[src/rtl/dual_dac_if_pkg.sv]
package dual_dac_if_pkg;

  // Two-bit target select taken from {word[15], word[12]}
  typedef enum logic [1:0] {
    TGT_B_AND_HOLD = 2'b00,
    TGT_HOLD_ONLY  = 2'b01,
    TGT_A_AND_XFER = 2'b10,
    TGT_NONE       = 2'b11
  } tgt_sel_e;

endpackage

[src/rtl/dac_line_sync.sv]
module dac_line_sync #(
  parameter int   STAGES  = 2,
  parameter logic RST_VAL = 1'b0
) (
  input  logic clk,
  input  logic rst,
  input  logic d,
  output logic q
);
  logic [STAGES-1:0] chain;

  always_ff @(posedge clk) begin
    if (rst) chain <= {STAGES{RST_VAL}};
    else     chain <= {chain[STAGES-2:0], d};
  end

  assign q = chain[STAGES-1];
endmodule

[src/rtl/dac_frame_shifter.sv]
module dac_frame_shifter #(
  parameter int FRAME_W = 16
) (
  input  logic               clk,
  input  logic               rst,
  input  logic               cs_n,
  input  logic               sclk,
  input  logic               sdi,
  output logic               commit,
  output logic [FRAME_W-1:0] word
);
  localparam int CNT_W = $clog2(FRAME_W + 1);
  localparam logic [CNT_W-1:0] FULL = CNT_W'(FRAME_W);

  logic               sclk_d, cs_d, done;
  logic [CNT_W-1:0]   cnt;
  logic [FRAME_W-1:0] shreg;
  logic               sclk_fall, sclk_rise;

  assign sclk_fall = sclk_d & ~sclk;
  assign sclk_rise = ~sclk_d & sclk;

  always_ff @(posedge clk) begin
    if (rst) begin
      sclk_d <= 1'b1;
      cs_d   <= 1'b1;
      shreg  <= '0;
      cnt    <= '0;
      done   <= 1'b0;
      commit <= 1'b0;
      word   <= '0;
    end else begin
      sclk_d <= sclk;
      cs_d   <= cs_n;
      commit <= 1'b0;
      if (cs_n) begin
        // early termination: commit partial content if anything arrived
        if (!cs_d && cnt != '0 && !done) begin
          commit <= 1'b1;
          word   <= shreg;
        end
        shreg <= '0;
        cnt   <= '0;
        done  <= 1'b0;
      end else begin
        if (sclk_fall && cnt != FULL) begin
          shreg <= {shreg[FRAME_W-2:0], sdi};
          cnt   <= cnt + CNT_W'(1);
        end
        if (sclk_rise && cnt == FULL && !done) begin
          commit <= 1'b1;
          word   <= shreg;
          done   <= 1'b1;
        end
      end
    end
  end

  // once full, further falling edges leave the shift register alone
  assert_extra_bits_ignored_R12: assert property (@(posedge clk) disable iff (rst)
    (cnt == FULL && !cs_n) |=> $stable(shreg));

  // one commit per frame, never on two adjacent cycles
  assert_single_commit_R8: assert property (@(posedge clk) disable iff (rst)
    commit |=> !commit);

  // a select line that stays high never commits
  assert_idle_no_commit_R13: assert property (@(posedge clk) disable iff (rst)
    (cs_n && cs_d) |=> !commit);

  // a rise with nothing shifted commits nothing
  assert_empty_frame_R11: assert property (@(posedge clk) disable iff (rst)
    (cs_n && !cs_d && cnt == '0) |=> !commit);
endmodule

[src/rtl/dac_cmd_latch.sv]
module dac_cmd_latch
  import dual_dac_if_pkg::*;
#(
  parameter int DATA_W  = 12,
  parameter int FRAME_W = DATA_W + 4
) (
  input  logic               clk,
  input  logic               rst,
  input  logic               commit,
  input  logic [FRAME_W-1:0] word,
  output logic [DATA_W-1:0]  code_a,
  output logic [DATA_W-1:0]  code_b,
  output logic               fast_mode,
  output logic               power_down
);
  localparam int SEL_HI = FRAME_W - 1;
  localparam int SPD_B  = FRAME_W - 2;
  localparam int PWR_B  = FRAME_W - 3;
  localparam int SEL_LO = DATA_W;

  tgt_sel_e          sel;
  logic [DATA_W-1:0] data, hold;

  assign sel  = tgt_sel_e'({word[SEL_HI], word[SEL_LO]});
  assign data = word[DATA_W-1:0];

  always_ff @(posedge clk) begin
    if (rst) begin
      code_a     <= '0;
      code_b     <= '0;
      hold       <= '0;
      fast_mode  <= 1'b0;
      power_down <= 1'b0;
    end else if (commit) begin
      fast_mode  <= word[SPD_B];
      power_down <= word[PWR_B];
      unique case (sel)
        TGT_B_AND_HOLD: begin code_b <= data; hold <= data; end
        TGT_HOLD_ONLY:  hold <= data;
        TGT_A_AND_XFER: begin code_a <= data; code_b <= hold; end
        default: ;
      endcase
    end
  end

  assert_reset_clear_R1: assert property (@(posedge clk) disable iff (rst)
    $past(rst) |-> (code_a == '0 && code_b == '0 && !fast_mode && !power_down));

  assert_hold_only_R4: assert property (@(posedge clk) disable iff (rst)
    (commit && sel == TGT_HOLD_ONLY) |=> ($stable(code_a) && $stable(code_b)));

  assert_xfer_R5: assert property (@(posedge clk) disable iff (rst)
    (commit && sel == TGT_A_AND_XFER) |=> (code_b == $past(hold) && code_a == $past(data)));

  assert_reserved_keep_R6: assert property (@(posedge clk) disable iff (rst)
    (commit && sel == TGT_NONE) |=> ($stable(code_a) && $stable(code_b) && $stable(hold)));

  assert_quiet_without_cmd_R7: assert property (@(posedge clk) disable iff (rst)
    !commit |=> ($stable(fast_mode) && $stable(power_down) && $stable(code_a) && $stable(code_b)));
endmodule

[src/rtl/dual_dac_serial_if.sv]
module dual_dac_serial_if #(
  parameter int DATA_W      = 12,
  parameter int SYNC_STAGES = 2
) (
  input  logic              clk,
  input  logic              rst,
  input  logic              ser_cs_n,
  input  logic              ser_clk,
  input  logic              ser_data,
  output logic [DATA_W-1:0] code_a,
  output logic [DATA_W-1:0] code_b,
  output logic              fast_mode,
  output logic              power_down
);
  localparam int FRAME_W = DATA_W + 4;
  localparam int N_LINES = 3;
  // line order: 0 data, 1 serial clock, 2 select
  localparam logic [N_LINES-1:0] LINE_RST = 3'b110;

  logic [N_LINES-1:0]  raw, synced;
  logic                commit;
  logic [FRAME_W-1:0]  word;

  assign raw = {ser_cs_n, ser_clk, ser_data};

  for (genvar g = 0; g < N_LINES; g++) begin : g_sync
    dac_line_sync #(.STAGES(SYNC_STAGES), .RST_VAL(LINE_RST[g])) u_sync (
      .clk(clk), .rst(rst), .d(raw[g]), .q(synced[g])
    );
  end

  dac_frame_shifter #(.FRAME_W(FRAME_W)) u_shift (
    .clk(clk), .rst(rst),
    .cs_n(synced[2]), .sclk(synced[1]), .sdi(synced[0]),
    .commit(commit), .word(word)
  );

  dac_cmd_latch #(.DATA_W(DATA_W), .FRAME_W(FRAME_W)) u_latch (
    .clk(clk), .rst(rst), .commit(commit), .word(word),
    .code_a(code_a), .code_b(code_b),
    .fast_mode(fast_mode), .power_down(power_down)
  );
endmodule

[config.mk]
export PLATFORM = sky130hd
export DESIGN_NAME = dual_dac_serial_if
export DESIGN_NICKNAME = d
export VERILOG_FILES = /design/src/rtl/dual_dac_if_pkg.sv /design/src/rtl/dac_line_sync.sv /design/src/rtl/dac_frame_shifter.sv /design/src/rtl/dac_cmd_latch.sv /design/src/rtl/dual_dac_serial_if.sv
export SDC_FILE = /design/constraint.sdc
export NUM_CORES = 1
export LEC_CHECK = 0
export ABC_CLOCK_PERIOD_IN_PS = 2300
export BUFFER_PORTS_ARGS = -buffer_cell sky130_fd_sc_hd__buf_2
export CORE_ASPECT_RATIO = 0.5
export CORE_MARGIN = 2
export CORE_UTILIZATION = 35
export CTS_CLUSTER_DIAMETER = 120
export DETAILED_ROUTE_END_ITERATION = 10
export MAX_ROUTING_LAYER = met4
export PLACE_DENSITY_LB_ADDON = 0.12
export SLEW_MARGIN = 10
export SYNTH_ARGS = -nofsm -noshare
export SYNTH_HDL_FRONTEND = slang
export SYNTH_SLANG_ARGS = --single-unit
[constraint.sdc]
create_clock -name clk -period 2.3 [get_ports clk]
set_input_delay 0.115 -clock clk [delete_from_list [all_inputs] [get_ports clk]]
set_output_delay 0.115 -clock clk [all_outputs]
set_load 0.1 [all_outputs]
==> results.cfg, run 1 <==
[power_and_ir_drop]
power.static_leakage_nw = 1.33
power_frac_comb = 0.017
swShare = 0.198
power_frac_seq = 0.499
cell_internal_pwr_mw = 2.38
power_density_nw_per_um2 = 818
net_switching_power_of_the_design_uw = 587
worst_ir_drop_vdd_mv = 0.401
power.share.clock = 0.485

[layout]
insertedDiodeCount = 0
drive_gt1_frac = 0.169
synthesis_to_layout_area_growth_pct = 17.2
layout.cells.most_common = sky130_fd_sc_hd__dfxtp_1
design.final.nets = 364
most-common-layout-cells = sky130_fd_sc_hd__dfxtp_1, sky130_fd_sc_hd__nand2_1, sky130_fd_sc_hd__buf_2
final_core_util = 0.420

[worst_setup_path]
critical_path_class = flop to flop
path_delay_family = compound AO/OA/AOI/OAI gates
worstPathRequired_ns = 2.53
crit_path_start_kind = flop
crit_path_end_kind = flop
critPathMaxFanout = 17
critPathSlowestCell = sky130_fd_sc_hd__dfxtp_1
timing.critical_path.buf_inv = 2
critical_path.cell_chain = inv_1 -> ha_1 -> nor3b_2 -> a41o_1 -> and3b_1 -> buf_4 -> a22o_1
worst_ep_arrival_time_ns = 1.99
timing.critical_path.slowest_cell_delay_ns = 0.39

[synthesis]
yosysUniqueCellTypes = 33
area_fraction_in_compound_gates_after_synthesis = 0.158
syn-cell-area_um2 = 3100
synth_area_leader = sky130_fd_sc_hd__dfxtp_1
ys_warn_count = 0
mappedNetlistNets = 337
syn_inst = 330
seq_area_frac_synth = 0.549
synthAdderAreaFrac = 0.00808
synthDominantCellAreaShare = 0.549
yosys.area_share.simple = 0.179
syn-mean-instance-area_um2 = 9.39
synth_xor_xnor_area_share = 0.00848
ys_seq_elements = 85
synth.area.top_cells = sky130_fd_sc_hd__dfxtp_1, sky130_fd_sc_hd__nand2_1, sky130_fd_sc_hd__a22o_1
main_combinational_cell_family_by_area_after_synthesis = simple AND/OR/NAND/NOR gates
synth.area.mux_share = 0.0452

[cts]
cts_buffers = 9
cts_setup_buffers = 0
cts-root-buf = sky130_fd_sc_hd__clkbuf_16
cts_htree_levels = 3
clock_tree_from_tritoncts = done
worst_skew_pair.late_latency_ns = 0.34
cts.clk_slew.worst_paths_ns = 0.06
cts.path.max_buffers = 2
cts.sink_count = 85

[detailed_routing]
initialDrtViolationCount = 170
drt_pre_antenna_iters = 4
wl_per_cell_um = 12.7
vias = 2224
detail-route-antenna-nets = 0
post-route-drc-count = 0
vias_per_cell = 4.65
finalWirelength_mm = 6.07

[floorplanning]
floorplan.die.width_um = 137
die_area_um2 = 9670
rows = 24
core_area_um2 = 8650
start_util = 0.358
chipHeight_um = 70.5
io_pins = 31

[sta]
hold_viol_final = 0
timing_worst_slew_pin_value_ns = 0.770
slew_violations = 0
min_period_ns = 1.76
finalClockSkew_ns = 0.00487
fin_crit_sh = 0.764
rsz0062_at_grt = false
fmaxAchievable_mhz = 569
max_slew_margin = 0.485
setup_viol = 0
finalSetupTns_ns = 0

[worst_hold_path]
hp-class = primary input to flop

[flow_run]
timing.max_cap.violations = 0

[placement]
finalWeightedCongestion = 0.799
dp.final_hpwl_mm = 4.20
buffer_ports.inserted = 30

[status]
run_status = complete, no violations

[grt]
grt_max_degree = 40
grt_first_pass_wirelength_mm = 10.1
grt_util_all_layers = 0.144
global_route.overflow_total = 0
antenna_found_initial = 0
first_global_vias = 2019
==> synthesized netlist by cell type, drive strengths merged <==
cell,n
a22o,16
and2,1
nand3,19
buf,15
o31ai,1
o21ai,16
a31o,1
a211oi,12
and3b,2
nor3b,1
a41o,1
xnor2,2
nor2b,5
ha,2
a31oi,1
xor2,1
nand2,66
nor2,20
and4bb,1
or2,5
dfxtp,85
a21oi,27
inv,6
mux2i,14
nor3,1
clkbuf,8
nand2b,1
==> sequential cells by signal, summed over array words and instances, names as in the netlist <==
register             count
u_shift.cs_d             1
u_latch.code_a          12
u_latch.fast_mode        1
u_latch.hold            12
u_shift.shreg           16
g_sync.u_sync.chain      6
u_shift.cnt              5
u_shift.sclk_d           1
u_shift.done             1
u_shift.word            16
u_latch.power_down       1
u_latch.code_b          12
u_shift.commit           1
==> cell type report <==
| class | count | area (um2) |
|---|---|---|
| timing repair buffer | 39 | 225 |
| clock buffer | 11 | 253 |
| clock inverter | 4 | 47.5 |
| inverter | 6 | 22.5 |
| sequential | 85 | 1700 |
| fill | 882 | 5020 |
| tap | 117 | 146 |
| multi-input combinational | 216 | 1230 |
==> stage by stage <==
| stage | hold slack [ns] | total power [mW] | instance area (um2) | instances | setup slack [ns] |
|---|---|---|---|---|---|
| after floorplan | 0.219 | 1.55 | 3100 | 330 | 0.591 |
| after global placement | 0.297 | 1.56 | 3300 | 460 | 0.599 |
| after detailed placement | 0.300 | 1.56 | 3300 | 460 | 0.545 |
| after CTS | 0.0584 | 3.02 | 3630 | 478 | 0.531 |
| after global routing | 0.0667 | 3.09 | 3630 | 478 | 0.391 |
| final | 0.0668 | 2.97 | 3630 | 478 | 0.542 |
==> repair_timing <==
| item | CTS | global route |
|---|---|---|
| endpoints found under the hold margin | 3 | 0 |
| hold buffers | 3 | 0 |
| resized for setup | 0 | 0 |
==> worst paths after layout <==
kind                              from  slack (ns)  cells after the start                        end
max reg2reg             u_shift.cnt[0]        0.54                      7            u_shift.word[1]
min reg2reg  g_sync[2].u_sync.chain[0]        0.41                      1  g_sync[2].u_sync.chain[1]
max                     u_shift.cnt[0]        0.54                      7            u_shift.word[1]
min                                rst        0.07                      2  g_sync[0].u_sync.chain[1]
==> cells by family after synthesis <==
group	after synthesis
compound gates	75
mux	14
simple gates	122
flops	85
buf+inv	29
xor+xnor	3
fa+ha+maj	2
==> metal layers <==
layer  part of all wire  GRT usage  vias up  wire length, um
li1                   -          -     1190                -
met1               0.53      0.188      985             3210
met5                  0          -        -                0
met2               0.40      0.196       36             2460
met4              0.017     0.0550        0              106
met3              0.048     0.0588       13              292
==> power groups by stage <==
stage / Combinational [mW] / Clock [mW] / Sequential [mW]
2_1_floorplan: 0.0379 / 0 / 1.51
3_3_place_gp: 0.0454 / 0 / 1.51
3_5_place_dp: 0.0464 / 0 / 1.51
4_1_cts: 0.0503 / 1.49 / 1.48
5_1_grt: 0.0555 / 1.55 / 1.48
6_report: 0.0497 / 1.44 / 1.48
No activity file was read; power rests on OpenSTA's default activity.
==> run 2: changes to the inputs <==
ABC_CLOCK_PERIOD_IN_PS = 1700   (was 2300)
clock period = 1.7 ns   (was 2.3 ns; I/O delays follow)
==> run 2 against run 1 <==
  * Count of clock-buffer cells in the layout up 2
  * Via count up 3.8%
  * Total power is 38% higher
  * Non-clock buffer count is 9 higher
  * Sequential share of layout area fell by 1.9 points
  * Die area did not move
  * Cell count is 2.3% higher
  * Routed wire length is 4.2% higher
  * Critical path depth did not move
  * Hold slack better by 0.030 ns
==> results.cfg, run 2 (synthesis gave the netlist of run 1 again) <==
[layout]
finish.cell_count_without_fillers = 489
multiInputGateArea_um2 = 1260
layout.cells.most_common = sky130_fd_sc_hd__dfxtp_1
insertedDiodeCount = 0
ff_latch_area_um2 = 1700
design.final.nets = 374
final_cell_area_um2 = 3790
drive_gt1_frac = 0.210
reg_top3 = u_shift.shreg: 16 flops, u_shift.word: 16 flops
final.fill_count = 864
synthesis_to_layout_area_growth_pct = 22.2
most-common-layout-cells = sky130_fd_sc_hd__dfxtp_1, sky130_fd_sc_hd__nand2_1, sky130_fd_sc_hd__buf_2

[sta]
timing_worst_slew_pin_value_ns = 0.490
finalClockSkew_ns = 0.00738
hold_viol_final = 0
setup_viol = 0
max_slew_margin = 0.675
setup_ws_ns = 0.0664
min_period_ns = 1.63
slew_violations = 0
fmaxAchievable_mhz = 612
fin_crit_sh = 0.961

[grt]
grt_first_pass_wirelength_mm = 9.51
gr-usage-met2 = 0.184
grt_util_met3 = 0.0479
most_heavily_used_metal_layer_in_global_routing = met2
antenna_found_initial = 0
use_met1 = 0.176
global_route.overflow_total = 0
grt_util_all_layers = 0.133
grt_max_degree = 39
first_global_vias = 1926

[cts]
cts-root-buf = sky130_fd_sc_hd__clkbuf_16
cts.sink_count = 85
cts.clk_slew.worst_paths_ns = 0.06
cts_htree_levels = 3
cts_buffers = 9
cts.path.max_buffers = 2
worst_skew_pair.late_latency_ns = 0.33
clock_tree_from_tritoncts = done

[detailed_routing]
vias_per_cell = 4.72
wl_per_cell_um = 12.9
finalWirelength_mm = 6.32
initialDrtViolationCount = 104
drt_pre_antenna_iters = 4
detail-route-antenna-nets = 0
post-route-drc-count = 0
vias = 2308

[floorplanning]
rows = 24
start_util = 0.358
die_area_um2 = 9670
floorplan.die.width_um = 137
io_pins = 31
chipHeight_um = 70.5
core_area_um2 = 8650

[placement]
detailed_place.area_um2 = 3360
numPlacedInstances = 464
place_ws_ns = -0.125
buffer_ports.inserted = 30
finalWeightedCongestion = 0.727
dp.final_hpwl_mm = 4.07

[worst_hold_path]
hp-class = primary input to flop

[power_and_ir_drop]
total_power_mw = 4.09
worst_ir_drop_vdd_mv = 0.612
power.static_leakage_nw = 1.40
power_density_nw_per_um2 = 1080

[worst_setup_path]
critical_path.cell_chain = inv_2 -> ha_2 -> nor3b_4 -> a41o_1 -> a21oi_4 -> buf_12 -> a22o_1
reg2reg_slack_ns = 0.07
crit_path_end = u_shift.word[1]
critical_path_class = flop to flop
timing.critical_path.buf_inv = 2
crit_path_start_kind = flop
path_delay_family = compound AO/OA/AOI/OAI gates
worstPathRequired_ns = 1.92
crit_path_end_kind = flop
worst_ep_arrival_time_ns = 1.85
critPathMaxFanout = 16
worst_r2r_endpoint = u_shift.word[1]
timing.critical_path.slowest_cell_delay_ns = 0.33
crit_cells = 7
timing.critical_path.from = u_shift.cnt[1]
reg2regPathDepth = 7
reg_to_reg_start = u_shift.cnt[1]
critPathSlowestCell = sky130_fd_sc_hd__dfxtp_2

[status]
run_status = complete, no violations

[flow_run]
timing.max_cap.violations = 0
-- run 2: routing by layer --
metal | vias to the layer above | wire length, um | share of wire
li1 | 1208 | - | -
met1 | 1056 | 3220 | 0.51
met2 | 35 | 2670 | 0.42
met3 | 9 | 349 | 0.055
met4 | 0 | 83 | 0.013
met5 | - | 0 | 0
-- run 2: worst min path at each step --
stage,start,to,slack [ns],cells past startpoint
after floorplan,ser_clk,g_sync[1].u_sync.chain[0],0.19,1
after global placement,ser_cs_n,g_sync[2].u_sync.chain[0],0.27,2
after detailed placement,ser_cs_n,g_sync[2].u_sync.chain[0],0.27,2
after CTS,rst,g_sync[0].u_sync.chain[0],0.07,2
after global routing,rst,g_sync[0].u_sync.chain[0],0.10,2
final,rst,g_sync[0].u_sync.chain[0],0.1,2
-- run 2: timing repair --
item                                    CTS  global route
gates cloned                              0             2
hold buffers                              3             0
hold endpoints to repair                  3             0
buffers inserted                          0             4
gates resized for setup                   1             9
endpoints found under the setup margin   17            30
pin swaps                                 0             4
-- run 2: stage by stage --
stage               hold slack, ns  utilization  TNS (ns)
floorplan                    0.189            -         0
global placement             0.267        0.388     -1.48
detailed placement           0.269        0.388     -1.89
CTS                         0.0740        0.428         0
global route                 0.101        0.438   -0.0962
finish                      0.0963        0.438         0
-- run 2: report_power, final --
| part | switching, mW | internal, mW |
|---|---|---|
| Clock | 0.743 | 1.26 |
| Combinational | 0.0534 | 0.0382 |
| Sequential | 0.00264 | 2.00 |
| Total | 0.799 | 3.29 |
-- run 2: final cells by class --
type,instances,share of cell area
Inverter,6,0.00595
Timing Repair Buffer,48,0.0896
Clock buffer,13,0.0714
Tap cell,117,0.0387
Multi-Input combinational cell,217,0.333
Clock inverter,3,0.0112
Sequential cell,85,0.450
